==> src/rtl/bwc_pkg.sv <==
package bwc_pkg;
  localparam int REG_W = 16;
  localparam int CNT_W = 4;
  localparam logic [REG_W-1:0] CFG_MASK  = 16'hFFE0;
  localparam logic [REG_W-1:0] CFG_RESET = 16'hFFE0;

  typedef enum logic [0:0] {
    ST_IDLE = 1'b0,
    ST_WAIT = 1'b1
  } seq_state_t;

  function automatic logic [1:0] cas_of(input logic [1:0] code);
    return (code == 2'b00) ? 2'd1 : code;
  endfunction
endpackage

==> src/rtl/bwc_cfg_reg.sv <==
module bwc_cfg_reg
  import bwc_pkg::*;
(
  input  logic             clk,
  input  logic             rst_n,
  input  logic             we,
  input  logic [REG_W-1:0] wdata,
  output logic [REG_W-1:0] q
);
  logic [REG_W-1:0] q_d;

  always_comb begin
    q_d = q;
    if (we) q_d = wdata & CFG_MASK;
  end

  always_ff @(posedge clk or negedge rst_n) begin
    if (!rst_n) q <= CFG_RESET;
    else        q <= q_d;
  end
endmodule

==> src/rtl/bwc_area_lookup.sv <==
module bwc_area_lookup
  import bwc_pkg::*;
#(
  parameter int DFLT_WAIT = 2
) (
  input  logic [2:0]       area,
  input  logic [10:0]      fields,   // register bits 15:5
  input  logic [1:0]       xbit,
  input  logic             dram_a3,
  output logic [CNT_W-1:0] count,
  output logic             honour,
  output logic [1:0]       cas_lat
);
  localparam logic [CNT_W-1:0] DFLT_CNT = CNT_W'(DFLT_WAIT);

  logic [2:0] f_a6, f_a5, f_a4;
  logic [1:0] f_a3;

  assign f_a6 = fields[10:8];
  assign f_a5 = fields[7:5];
  assign f_a4 = fields[4:2];
  assign f_a3 = fields[1:0];

  assign cas_lat = cas_of(f_a3);

  always_comb begin
    count  = DFLT_CNT;
    honour = (DFLT_CNT != '0);
    unique case (area)
      3'd6: begin
        count  = {xbit[1], f_a6};
        honour = (count != '0);
      end
      3'd5: begin
        count  = {xbit[0], f_a5};
        honour = (count != '0);
      end
      3'd4: begin
        count  = {1'b0, f_a4};
        honour = (count != '0);
      end
      3'd3: begin
        if (dram_a3) begin
          count  = '0;
          honour = 1'b0;
        end else begin
          count  = {2'b00, f_a3};
          honour = (count != '0);
        end
      end
      default: begin
        count  = DFLT_CNT;
        honour = (DFLT_CNT != '0);
      end
    endcase
  end
endmodule

==> src/rtl/bwc_wait_seq.sv <==
module bwc_wait_seq
  import bwc_pkg::*;
(
  input  logic             clk,
  input  logic             rst_n,
  input  logic             req,
  input  logic [CNT_W-1:0] count_in,
  input  logic             honour_in,
  input  logic             wait_n,
  output logic             ready
);
  seq_state_t       st_q, st_d;
  logic [CNT_W-1:0] cnt_q, cnt_d;
  logic             hon_q, hon_d;
  logic             rdy_d;

  always_comb begin
    st_d  = st_q;
    cnt_d = cnt_q;
    hon_d = hon_q;
    rdy_d = 1'b0;
    unique case (st_q)
      ST_IDLE: begin
        if (req) begin
          if (count_in == '0) begin
            rdy_d = 1'b1;
          end else begin
            st_d  = ST_WAIT;
            cnt_d = count_in;
            hon_d = honour_in;
          end
        end
      end
      ST_WAIT: begin
        if (cnt_q > CNT_W'(1)) begin
          cnt_d = cnt_q - CNT_W'(1);
        end else if (!(hon_q && !wait_n)) begin
          rdy_d = 1'b1;
          st_d  = ST_IDLE;
        end
      end
      default: st_d = ST_IDLE;
    endcase
  end

  always_ff @(posedge clk or negedge rst_n) begin
    if (!rst_n) begin
      st_q  <= ST_IDLE;
      cnt_q <= '0;
      hon_q <= 1'b0;
      ready <= 1'b0;
    end else begin
      st_q  <= st_d;
      cnt_q <= cnt_d;
      hon_q <= hon_d;
      ready <= rdy_d;
    end
  end
endmodule

==> src/rtl/bus_wait_ctrl.sv <==
module bus_wait_ctrl
  import bwc_pkg::*;
#(
  parameter int DFLT_WAIT = 2
) (
  input  logic        clk,
  input  logic        rst_n,
  input  logic        reg_we,
  input  logic [15:0] reg_wdata,
  output logic [15:0] reg_rdata,
  input  logic [1:0]  xbit,
  input  logic        dram_a3,
  input  logic        req,
  input  logic [2:0]  addr_area,
  input  logic        wait_n,
  output logic        ready,
  output logic [1:0]  cas_lat
);
  logic [REG_W-1:0] cfg_q;
  logic [CNT_W-1:0] sel_count;
  logic             sel_honour;

  bwc_cfg_reg u_reg (
    .clk   (clk),
    .rst_n (rst_n),
    .we    (reg_we),
    .wdata (reg_wdata),
    .q     (cfg_q)
  );

  assign reg_rdata = cfg_q;

  bwc_area_lookup #(.DFLT_WAIT(DFLT_WAIT)) u_lookup (
    .area    (addr_area),
    .fields  (cfg_q[15:5]),
    .xbit    (xbit),
    .dram_a3 (dram_a3),
    .count   (sel_count),
    .honour  (sel_honour),
    .cas_lat (cas_lat)
  );

  bwc_wait_seq u_seq (
    .clk       (clk),
    .rst_n     (rst_n),
    .req       (req),
    .count_in  (sel_count),
    .honour_in (sel_honour),
    .wait_n    (wait_n),
    .ready     (ready)
  );
endmodule

==> config.mk <==
export PLATFORM = sky130hd
export DESIGN_NAME = bus_wait_ctrl
export DESIGN_NICKNAME = d
export VERILOG_FILES = /design/src/rtl/bwc_pkg.sv /design/src/rtl/bwc_cfg_reg.sv /design/src/rtl/bwc_area_lookup.sv /design/src/rtl/bwc_wait_seq.sv /design/src/rtl/bus_wait_ctrl.sv
export SDC_FILE = /design/constraint.sdc
export NUM_CORES = 1
export LEC_CHECK = 0
export ABC_AREA = 1
export BUFFER_PORTS_ARGS = -buffer_cell sky130_fd_sc_hd__buf_2
export CORE_MARGIN = 2
export CORE_UTILIZATION = 25
export CTS_BUF_LIST = sky130_fd_sc_hd__clkbuf_8
export DETAILED_ROUTE_END_ITERATION = 6
export PLACE_DENSITY = 0.5
export SKIP_LAST_GASP = 1
export SLEW_MARGIN = 20
export SYNTH_ARGS = -nofsm -noshare
export SYNTH_HDL_FRONTEND = slang
export SYNTH_SLANG_ARGS = --single-unit
==> constraint.sdc <==
create_clock -name clk -period 3.2 [get_ports clk]
set_input_delay 0.32 -clock clk [delete_from_list [all_inputs] [get_ports clk]]
set_output_delay 0.32 -clock clk [all_outputs]
set_load 0.02 [all_outputs]
==> run metrics <==
status=finished clean; initial antenna violation count=0; Clock Path Buffers=2; First DRT Iteration DRCs=55; path depth of the worst reg2reg path=6; Pwr Total=866 µW; share of post-route cells with drive strength above 1=0.354; Fillers=493; Final Hold Viols=0; post-route cell area=1370 µm²; Syn. warnings=0; Seq/Total Area, Yosys=0.422; Max FO, Critical Path=5; row count=24; Final Max Tran Viols=0; DR WL/cell=10.7 µm; die height=70.3 µm; first drt pass iteration count=4; minimum clock period=1.42 ns; R2R setup slack=1.78 ns; area of the multi-input gates=546 µm²; FF/Latch Area=464 µm²; Root Buffer=clkbuf_8; Clk pin slew, worst setup/hold paths=0.07 ns; kind of critical path=reg2reg; Syn-to-layout area delta=24.7%; hpwl dp=1950 µm; number of global-route vias before repair=917; max_cap viols=0; Num CTS Buffers=3; commonest non-fill, non-tap cell in the layout=nand2_1; Area after DPL=1310 µm²; GRT Residual Overflow=0; Crit Reg-Reg Endpoint=u_seq.cnt_q[1]$_DFFE_PN0P_; gp weighted congestion=0.769; largest net degree at the start of global routing=19; VDD IR-drop max=224 µV; worst r2r src=u_seq.cnt_q[0]$_DFFE_PN0P_; Starting Density=0.256; Inserted Diodes=0; Setup Viol. Count Final=0; synthesis-stage register bit count=18; worst setup path endpoint=u_seq.cnt_q[1]$_DFFE_PN0P_; worst-skew pair later-pin latency=0.26 ns; core area=4290 µm²; H-Tree Depth=1; Worst Hold Class=in2reg; Routed WL=2500 µm; final worst setup slack=1.78 ns; crit end category=flop; # IOs=46; vias per inst=4.31; PwrDens=631 nW/µm²; global-route wire length before repair=4170 µm; Synth Instances=145; WP data arrival=1.57 ns; Critical Path RT=3.35 ns; Area contributors post-synth=dfstp_2 26%, nand2_1 17%, dfrtp_1 16%; post-route core utilization=0.319; fmax=704 MHz; Synth top area share=0.263; DRC=0; post-route ant nets=0; final net count=211; DIE AREA=4950 µm²; DR vias=1005; CP startpoint=u_seq.cnt_q[0]$_DFFE_PN0P_; syn_area_per_cell=7.58 µm²; critical path startpoint category=flop; Worst Skew=0.00397 ns; CTS tree=yes; most frequent cells in the layout=49 x nand2_1, 35 x buf_2, 15 x inv_1; Cell variety after synth=20; Resized cells post-CTS=0; setup_tns=0 ns; post-synthesis cell area=1100 µm²; DP Worst Slack=1.78 ns; area leader, netlist=dfstp_2; total track usage=0.107; RSZ-0062 raised after global routing=false; CTS sink cnt=18; number of port buffers=35; Die Width=70.3 µm; Leak Pwr=0.719 nW; fin crit share=0.444
==> how the worst min path moves through the flow <==
stage,from,end,slack [ns],cells after the start
6_report,reg_wdata[5],u_reg.q[5]$_DFFE_PN1P_,0.26,3
5_1_grt,reg_wdata[5],u_reg.q[5]$_DFFE_PN1P_,0.28,3
4_1_cts,reg_wdata[5],u_reg.q[5]$_DFFE_PN1P_,0.26,3
3_5_place_dp,rst_n,u_seq.hon_q$_DFFE_PN0P_,0.28,1
3_3_place_gp,rst_n,u_seq.hon_q$_DFFE_PN0P_,0.28,1
2_1_floorplan,rst_n,u_seq.cnt_q[0]$_DFFE_PN0P_,0.02,0
==> area by class of cell <==
class / count / area share
clock buffers: 4 / 0.0401
inverters: 15 / 0.0411
multi-input cells: 108 / 0.398
flip-flops and latches: 18 / 0.339
well taps: 52 / 0.0474
repair buffers: 36 / 0.135
==> state kept, by name, summed over array words and instances, names as in the netlist <==
| name | flops |
|---|---|
| u_seq.st_q | 1 |
| u_seq.ready | 1 |
| u_reg.q | 11 |
| u_seq.cnt_q | 4 |
| u_seq.hon_q | 1 |
==> layer usage <==
layer / track usage / vias to the layer above / share of wire
met4: 0.0641 / 0 / 0.028
li1: - / 514 / -
met3: 0.0245 / 5 / 0.061
met5: 0 / - / 0
met1: 0.144 / 448 / 0.50
met2: 0.156 / 38 / 0.42
==> per-stage QoR <==
stage / cells / hold WS (ns)
2_1_floorplan: 149 / 0.0244
3_3_place_gp: 228 / 0.277
3_5_place_dp: 228 / 0.282
4_1_cts: 233 / 0.256
5_1_grt: 233 / 0.280
6_report: 233 / 0.257
==> synth_stat cells <==
master    number
ha_1           2
o21ai_0       11
nor2_1        11
inv_1         15
xnor2_1        2
buf_4          5
dfrtp_1        7
nand2_4        2
or2_2          1
nor3_1         2
nor2_2         4
nand3_1        8
mux2_2         6
conb_1         1
nand4_1        3
nand2_2        1
nand2_1       49
o21bai_1       1
clkbuf_1       3
dfstp_2       11
==> report_power, final <==
| group | internal (mW) | switching [mW] |
|---|---|---|
| sequential | 0.288 | 0.0460 |
| clock | 0.110 | 0.0861 |
| combinational | 0.135 | 0.201 |
==> critical path: stages, from the launching register on <==
cell	delay [ns]
dfrtp_1	0.40
inv_1	0.08
ha_1	0.21
o21ai_0	0.23
nand2_1	0.20
nand3_1	0.13
nand2_1	0.06
==> repair_timing <==
action / 4_1_cts / 5_1_grt
buffers inserted: 0 / 0
endpoints found under the hold margin: 7 / 0
hold buffers: 1 / 0
==> logic make-up (layout without fill, tap and decap cells) <==
family | Yosys count | in the layout | share of synthesized area
other cells | 1 | 5 | 0.00341
xor+xnor | 2 | 2 | 0.0159
mux | 6 | 6 | 0.0614
flops | 18 | 18 | 0.422
buf+inv | 23 | 55 | 0.0956
simple gates | 81 | 81 | 0.322
fa+ha+maj | 2 | 2 | 0.0227
compound gates | 12 | 12 | 0.0569
Power figures use the tool's default switching activity.
